### src/rtl/glitch_filter_pkg.sv
// Package: shared decision type for the glitch filter.
// Assumes nothing beyond IEEE 1800-2017 enums.
package glitch_filter_pkg;

    // Outcome of the unanimous vote over the tap window.
    typedef enum logic [1:0] {
        VOTE_HOLD  = 2'b00,
        VOTE_SET   = 2'b01,
        VOTE_CLEAR = 2'b10
    } vote_e;

endpackage

### src/rtl/gf_sync.sv
// Module: gf_sync
// Brings the asynchronous raw input into the clk domain through a chain of
// DEPTH flops. Assumes DEPTH >= 2. Synchronous active-low reset clears it to 0.
module gf_sync #(
    parameter int DEPTH = 2
) (
    input  logic clk,
    input  logic rst_n,
    input  logic async_in,
    output logic sync_out
);

    logic [DEPTH-1:0] stage_q;

    // Shift the raw level through the synchronizer flops.
    always_ff @(posedge clk) begin
        if (!rst_n) begin
            stage_q <= '0;
        end else begin
            stage_q <= {stage_q[DEPTH-2:0], async_in};
        end
    end

    assign sync_out = stage_q[DEPTH-1];

endmodule

### src/rtl/gf_tap_chain.sv
// Module: gf_tap_chain
// Holds the last TAPS synchronized samples. Bit 0 is the newest sample.
// Assumes TAPS >= 2. Every tap is visible on the output.
module gf_tap_chain #(
    parameter int TAPS = 8
) (
    input  logic            clk,
    input  logic            rst_n,
    input  logic            sample_in,
    output logic [TAPS-1:0] taps
);

    logic [TAPS-1:0] tap_q;

    // Advance the observation window by one sample each clock.
    always_ff @(posedge clk) begin
        if (!rst_n) begin
            tap_q <= '0;
        end else begin
            tap_q <= {tap_q[TAPS-2:0], sample_in};
        end
    end

    assign taps = tap_q;

endmodule

### src/rtl/gf_vote.sv
// Module: gf_vote
// Combinational unanimous vote: SET when all taps are 1, CLEAR when all taps
// are 0, HOLD otherwise. Assumes TAPS >= 2, so SET and CLEAR never coincide.
module gf_vote
    import glitch_filter_pkg::*;
#(
    parameter int TAPS = 8
) (
    input  logic [TAPS-1:0] taps,
    output vote_e           vote
);

    logic all_high;
    logic all_low;

    // Reduction tests over the whole window.
    always_comb begin
        all_high = &taps;
        all_low  = ~|taps;
        if (all_high) begin
            vote = VOTE_SET;
        end else if (all_low) begin
            vote = VOTE_CLEAR;
        end else begin
            vote = VOTE_HOLD;
        end
    end

endmodule

### src/rtl/gf_sr_reg.sv
// Module: gf_sr_reg
// Clocked set/reset output register driven by the vote. It keeps its value
// on HOLD. Reset drives it to 0.
module gf_sr_reg
    import glitch_filter_pkg::*;
(
    input  logic  clk,
    input  logic  rst_n,
    input  vote_e vote,
    output logic  q
);

    logic q_r;

    // Apply set, clear or hold to the output state.
    always_ff @(posedge clk) begin
        if (!rst_n) begin
            q_r <= 1'b0;
        end else begin
            case (vote)
                VOTE_SET:   q_r <= 1'b1;
                VOTE_CLEAR: q_r <= 1'b0;
                default:    q_r <= q_r;
            endcase
        end
    end

    assign q = q_r;

endmodule

### src/rtl/clk_glitch_filter.sv
// Module: clk_glitch_filter (top)
// Glitch filter for a slow-edged clock or strobe. The pin is synchronized,
// shifted through a TAP_COUNT-deep window, and a set/reset output changes
// only when the whole window agrees. Assumes the clk period times TAP_COUNT
// exceeds the input's dwell time at its threshold.
module clk_glitch_filter
    import glitch_filter_pkg::*;
#(
    parameter int TAP_COUNT   = 8,
    parameter int SYNC_STAGES = 2
) (
    input  logic clk,
    input  logic rst_n,
    input  logic raw_in,
    output logic clean_out
);

    localparam int LATENCY = SYNC_STAGES + TAP_COUNT + 1;

    logic                 sync_bit;
    logic [TAP_COUNT-1:0] tap_vec;
    vote_e                vote_w;

    gf_sync #(.DEPTH(SYNC_STAGES)) u_sync (
        .clk      (clk),
        .rst_n    (rst_n),
        .async_in (raw_in),
        .sync_out (sync_bit)
    );

    gf_tap_chain #(.TAPS(TAP_COUNT)) u_taps (
        .clk       (clk),
        .rst_n     (rst_n),
        .sample_in (sync_bit),
        .taps      (tap_vec)
    );

    gf_vote #(.TAPS(TAP_COUNT)) u_vote (
        .taps (tap_vec),
        .vote (vote_w)
    );

    gf_sr_reg u_out (
        .clk   (clk),
        .rst_n (rst_n),
        .vote  (vote_w),
        .q     (clean_out)
    );

endmodule

### config.mk
export PLATFORM = sky130hd
export DESIGN_NAME = clk_glitch_filter
export DESIGN_NICKNAME = d
export VERILOG_FILES = /design/src/rtl/glitch_filter_pkg.sv /design/src/rtl/gf_sync.sv /design/src/rtl/gf_tap_chain.sv /design/src/rtl/gf_vote.sv /design/src/rtl/gf_sr_reg.sv /design/src/rtl/clk_glitch_filter.sv
export SDC_FILE = /design/constraint.sdc
export NUM_CORES = 1
export LEC_CHECK = 0
export CORE_AREA = 2 2 39 41
export DETAILED_ROUTE_END_ITERATION = 16
export DIE_AREA = 0 0 41 43
export GPL_ROUTABILITY_DRIVEN = 0
export PLACE_DENSITY_LB_ADDON = 0.15
export SYNTH_ARGS = -nofsm -noshare
export SYNTH_HDL_FRONTEND = slang
export SYNTH_SLANG_ARGS = --single-unit
### constraint.sdc
create_clock -name clk -period 2.85 [get_ports clk]
set_clock_uncertainty 0.1 [all_clocks]
set_input_delay 0.855 -clock clk [delete_from_list [all_inputs] [get_ports clk]]
set_output_delay 0.855 -clock clk [all_outputs]
set_load 0.005 [all_outputs]
==> results of run 1 <==
stage by stage:
step / instances / hold WS [ns]
after floorplan: 29 / 0.306
after global placement: 47 / 0.319
after detailed placement: 47 / 0.319
after CTS: 51 / 0.341
after global routing: 51 / 0.355
final: 51 / 0.333
worst max path at each step:
stage | startpoint | to | slack (ns) | cells after the start
4_1_cts | u_out.q | clean_out | 0.74 | 1
2_1_floorplan | rst_n | u_out.q | 1.39 | 3
5_1_grt | u_out.q | clean_out | 0.69 | 1
6_report | u_out.q | clean_out | 0.76 | 1
3_5_place_dp | rst_n | u_out.q | 0.59 | 4
3_3_place_gp | rst_n | u_out.q | 0.63 | 4
synth_stat cells:
cell type / instances
clkbuf_1: 1
and2_1: 10
nand4_1: 2
nor2_1: 1
o2bb2a_4: 1
nor4_1: 2
a211oi_1: 1
dfxtp_1: 11
worst register-to-register path: stages, from the launching register on:
cell and delay, ns:
dfxtp_1 0.36, nand4_1 0.12, o2bb2a_4 0.22, a211oi_1 0.16
power by group:
part | internal (mW) | leakage, nW | switching (mW) | total, mW
Sequential | 0.156 | 0.0892 | 0.000897 | 0.157
Clock | 0.0540 | 0.0150 | 0.0455 | 0.0995
Combinational | 0.00381 | 0.0476 | 0.00271 | 0.00652
state kept, by name, indices dropped and copies added, names as in the netlist:
name            count
u_out.q             1
u_sync.stage_q      2
u_taps.taps         8
final cells by class:
cell class,count,area [µm²]
multi-input cells,17,119
flip-flops and latches,11,220
fillers,151,968
well taps,16,20.0
clock buffers,4,26.3
repair buffers,3,30.0
kinds of logic after synthesis:
family / synth area share [%]
AO/OA/AOI/OAI: 8.03
buffers and inverters: 1.09
flip-flops: 64.2
AND/OR/NAND/NOR: 26.6
routing by layer:
layer | share of wire (%) | GRT usage, % | up-vias
met5 | 0 | 0 | -
met4 | 0 | 4.00 | 0
met2 | 42 | 8.75 | 7
met3 | 10 | 7.85 | 0
li1 | - | - | 111
met1 | 47 | 8.79 | 98
==> results.sh, run 1 <==
export IMPL_status="complete, no violations"
export IMPL_worst_pin_slew_ns=0.333
export IMPL_timing_rr_end="u_out.q"
export IMPL_post_cts_setup_buffers=0
export IMPL_synth_top_cell_by_area="dfxtp_1"
export IMPL_hold_viol=0
export IMPL_cp_max_fo=3
export IMPL_wl_per_cell_um=8.98
export IMPL_rrSetupSlack_ns=1.81
export IMPL_layout_drive_gt1_share_pct=11.4
export IMPL_grt_pass1_vias=200
export IMPL_rsz0062_at_grt="no"
export IMPL_finalInstanceArea_um2=415
export IMPL_routed_wl_um=458
export IMPL_avgSynthCellArea_um2=11.8
export IMPL_powerDensity_nw_per_um2=633
export IMPL_worstSetupPathType="register to primary output"
export IMPL_netlist_area_um2=343
export IMPL_setup_violations_final=0
export IMPL_vias=216
export IMPL_cts_buffers=3
export IMPL_slew_headroom_pct=77.8
export IMPL_place_area_um2=389
export IMPL_dr_pass1_iters=2
export IMPL_finalPower_mw=0.263
export IMPL_yosys_warnings=0
export IMPL_synth_top_area_share_pct=64.2
export IMPL_min_to="u_sync.stage_q[1]"
export IMPL_h_tree_depth=1
export IMPL_min_period_ns=2.09
export IMPL_fin_util_pct=30.0
export IMPL_cts_hold_buf=0
export IMPL_grt_max_degree=13
export IMPL_num_rows=14
export IMPL_ir_drop_mv=0.239
export IMPL_cts_repair_resize_count=0
export IMPL_fp_dieArea_um2=1760
export IMPL_p_leak_nw=0.152
export IMPL_cp_required_ns=1.90
export IMPL_tns_ns=0
export IMPL_max_stage_delay_ns=0.51
export IMPL_drv_cap=0
export IMPL_slew_violations=0
export IMPL_drt_first_iter_violations=2
export IMPL_synthTopCellsByArea="dfxtp_1 64%, and2_1 18%, o2bb2a_4 5.8%"
export IMPL_place_ws_ns=0.592
export IMPL_vias_per_cell=4.24
export IMPL_syn_nets=32
export IMPL_insertion_delay_ns=0.26
export IMPL_crit_buf_inv=1
export IMPL_area_growth_pct=21.2
export IMPL_seq_area_frac_synth_pct=64.2
export IMPL_n_antenna_cell=0
export IMPL_critPathArrivalTime_ns=1.14
export IMPL_drcViolationCount=0
export IMPL_antenna_found_initial=0
export IMPL_cts_root_buf="clkbuf_4"
export IMPL_r2r_start="u_taps.taps[4]"
export IMPL_clock_path_buffers=2
export IMPL_die_w_um=41
export IMPL_synth_cells=29
export IMPL_portBuffers=3
export IMPL_initial_core_util_pct=24.8
export IMPL_cts_sink_count=11
export IMPL_ys_seq_elements=11
export IMPL_path_clk_slew_ns=0.06
export IMPL_pin_count=4
export IMPL_fin_ws_ns=0.760
export IMPL_core_area_um2=1380
export IMPL_slowest_stage="clkdlybuf4s50_1"
export IMPL_synthDistinctLibCells=8
export IMPL_final_cell_mix="11 x dfxtp_1, 10 x and2_1, 3 x clkbuf_4, 3 x clkdlybuf4s50_1"
export IMPL_grt_usage_pct=7.66
export IMPL_final_common_cell="dfxtp_1"
export IMPL_grt_pass1_wl_um=821
export IMPL_ant_nets=0
export IMPL_overflow=0
export IMPL_fmax_mhz=478
export IMPL_fin_crit_sh_pct=73.3
export IMPL_cp_cell_sequence="clkdlybuf4s50_1"
export IMPL_crit_family="buffers and inverters"
export IMPL_die_h_um=43
export IMPL_holdCritStartpoint="u_sync.stage_q[0]"
export IMPL_crit_path_end_kind="primary output"
export IMPL_reg2reg_depth=3
export IMPL_cp_start_kind="register"
export IMPL_fin_nets=39
export IMPL_min_path_cells=1
export IMPL_hold_class="register to register"
export IMPL_cts_tree="done"
(Power assumes the default switching activity.)
==> run 2, diff against run 1 <==
==> constraint.sdc (replaced) <==
create_clock -name clk -period 1.69 [get_ports clk]
set_clock_uncertainty 0.1 [all_clocks]
set_input_delay 0.507 -clock clk [delete_from_list [all_inputs] [get_ports clk]]
set_output_delay 0.507 -clock clk [all_outputs]
set_load 0.005 [all_outputs]
==> results.sh, run 2 (synthesized netlist as in run 1, its figures left out) <==
export IMPL_finalPower_mw=0.448
export IMPL_h_tree_depth=1
export IMPL_tns_ns=0
export IMPL_fin_crit_sh_pct=86.5
export IMPL_cp_start_kind="input port"
export IMPL_path_clk_slew_ns=0.06
export IMPL_fin_ws_ns=0.228
export IMPL_instances_no_fill=52
export IMPL_switchingPower_mw=0.0857
export IMPL_worst_pin_slew_ns=0.246
export IMPL_final_cell_mix="10 x and2_1, 10 x dfxtp_1, 3 x clkbuf_4"
export IMPL_wl_per_cell_um=10.1
export IMPL_critPathArrivalTime_ns=1.53
export IMPL_status="complete, no violations"
export IMPL_min_period_ns=1.46
export IMPL_num_rows=14
export IMPL_area_growth_pct=23.4
export IMPL_hold_viol=0
export IMPL_place_ws_ns=-0.0549
export IMPL_fin_util_pct=30.6
export IMPL_die_w_um=41
export IMPL_core_area_um2=1380
export IMPL_finalInstanceArea_um2=423
export IMPL_grt_pass1_vias=224
export IMPL_initial_core_util_pct=24.8
export IMPL_cp_required_ns=1.76
export IMPL_dr_pass1_iters=4
export IMPL_slowest_stage="clkdlybuf4s50_1"
export IMPL_vias=226
export IMPL_whs_ns=0.334
export IMPL_fmax_mhz=684
export IMPL_pin_count=4
export IMPL_min_path_cells=1
export IMPL_portBuffers=3
export IMPL_slew_violations=0
export IMPL_worstSetupPathType="input port to register"
export IMPL_vias_per_cell=4.35
export IMPL_power_share_clock_pct=38.1
export IMPL_drt_first_iter_violations=5
export IMPL_n_antenna_cell=0
export IMPL_routed_wl_um=527
export IMPL_hold_class="register to register"
export IMPL_antenna_found_initial=0
export IMPL_intPower_mw=0.362
export IMPL_p_leak_nw=0.162
export IMPL_cts_root_buf="clkbuf_4"
export IMPL_insertion_delay_ns=0.26
export IMPL_cts_tree="done"
export IMPL_pwr_share_comb_pct=2.9
export IMPL_dp_cells=48
export IMPL_cp_max_fo=3
export IMPL_cp_cell_sequence="clkdlybuf4s50_1, nand4_1, o2bb2a_4, a211oi_1"
export IMPL_rsz0062_at_grt="no"
export IMPL_die_h_um=43
export IMPL_reg2reg_depth=3
export IMPL_cts_sink_count=11
export IMPL_grt_max_degree=11
export IMPL_fin_nets=40
export IMPL_clock_path_buffers=2
export IMPL_drv_cap=0
export IMPL_max_stage_delay_ns=0.52
export IMPL_setup_violations_final=0
export IMPL_cts_buffers=3
export IMPL_fp_dieArea_um2=1760
export IMPL_grt_pass1_wl_um=883
export IMPL_crit_path_end_kind="register"
export IMPL_overflow=0
export IMPL_layout_drive_gt1_share_pct=16.7
export IMPL_powerDensity_nw_per_um2=1060
export IMPL_ir_drop_mv=0.431
export IMPL_drcViolationCount=0
export IMPL_post_cts_setup_buffers=0
export IMPL_p_seq_share_pct=59.1
export IMPL_largest_reg_flops=8
export IMPL_slew_headroom_pct=83.5
export IMPL_p_sw_share_pct=19.1
export IMPL_grt_usage_pct=8.17
export IMPL_ant_nets=0
export IMPL_place_area_um2=397
-- run 2: critical path, delay by kind of cell --
family                 cells  cell delay [ns]
AND/OR/NAND/NOR            1             0.13
AO/OA/AOI/OAI              2             0.37
buffers and inverters      1             0.52
-- run 2: layout make-up --
cell class / count / area [µm²]
fill: 144 / 961
sequential: 11 / 221
multi-input combinational: 17 / 119
timing repair buffer: 4 / 36.3
clock buffer: 4 / 26.3
tap: 16 / 20.0
-- run 2: what timing repair did --
item,CTS,global route
resized for setup,2,0
hold buffers,0,0
hold endpoints to repair,0,0
endpoints found under the setup margin,1,0
-- run 2: worst paths after layout --
kind,from,to,slack [ns]
worst max-delay path,rst_n,u_out.q,0.23
worst min-delay path,u_sync.stage_q[0],u_sync.stage_q[1],0.33
worst max register to register,u_taps.taps[2],u_out.q,0.63
worst min register to register,u_sync.stage_q[0],u_sync.stage_q[1],0.33
-- run 2: metal layers --
| layer | track usage [%] | share of wire [%] | up-vias |
|---|---|---|---|
| li1 | - | - | 113 |
| met1 | 9.15 | 47 | 109 |
| met2 | 10.0 | 47 | 4 |
| met3 | 4.71 | 5.9 | 0 |
| met4 | 8.00 | 0 | 0 |
| met5 | 0 | 0 | - |
-- run 2: power groups by stage --
stage | sequential [mW] | clock [mW] | combinational [mW]
6_report | 0.264 | 0.170 | 0.0128
4_1_cts | 0.264 | 0.179 | 0.0132
5_1_grt | 0.265 | 0.193 | 0.0144
3_5_place_dp | 0.270 | 0 | 0.0131
3_3_place_gp | 0.270 | 0 | 0.0128
2_1_floorplan | 0.270 | 0 | 0.00517
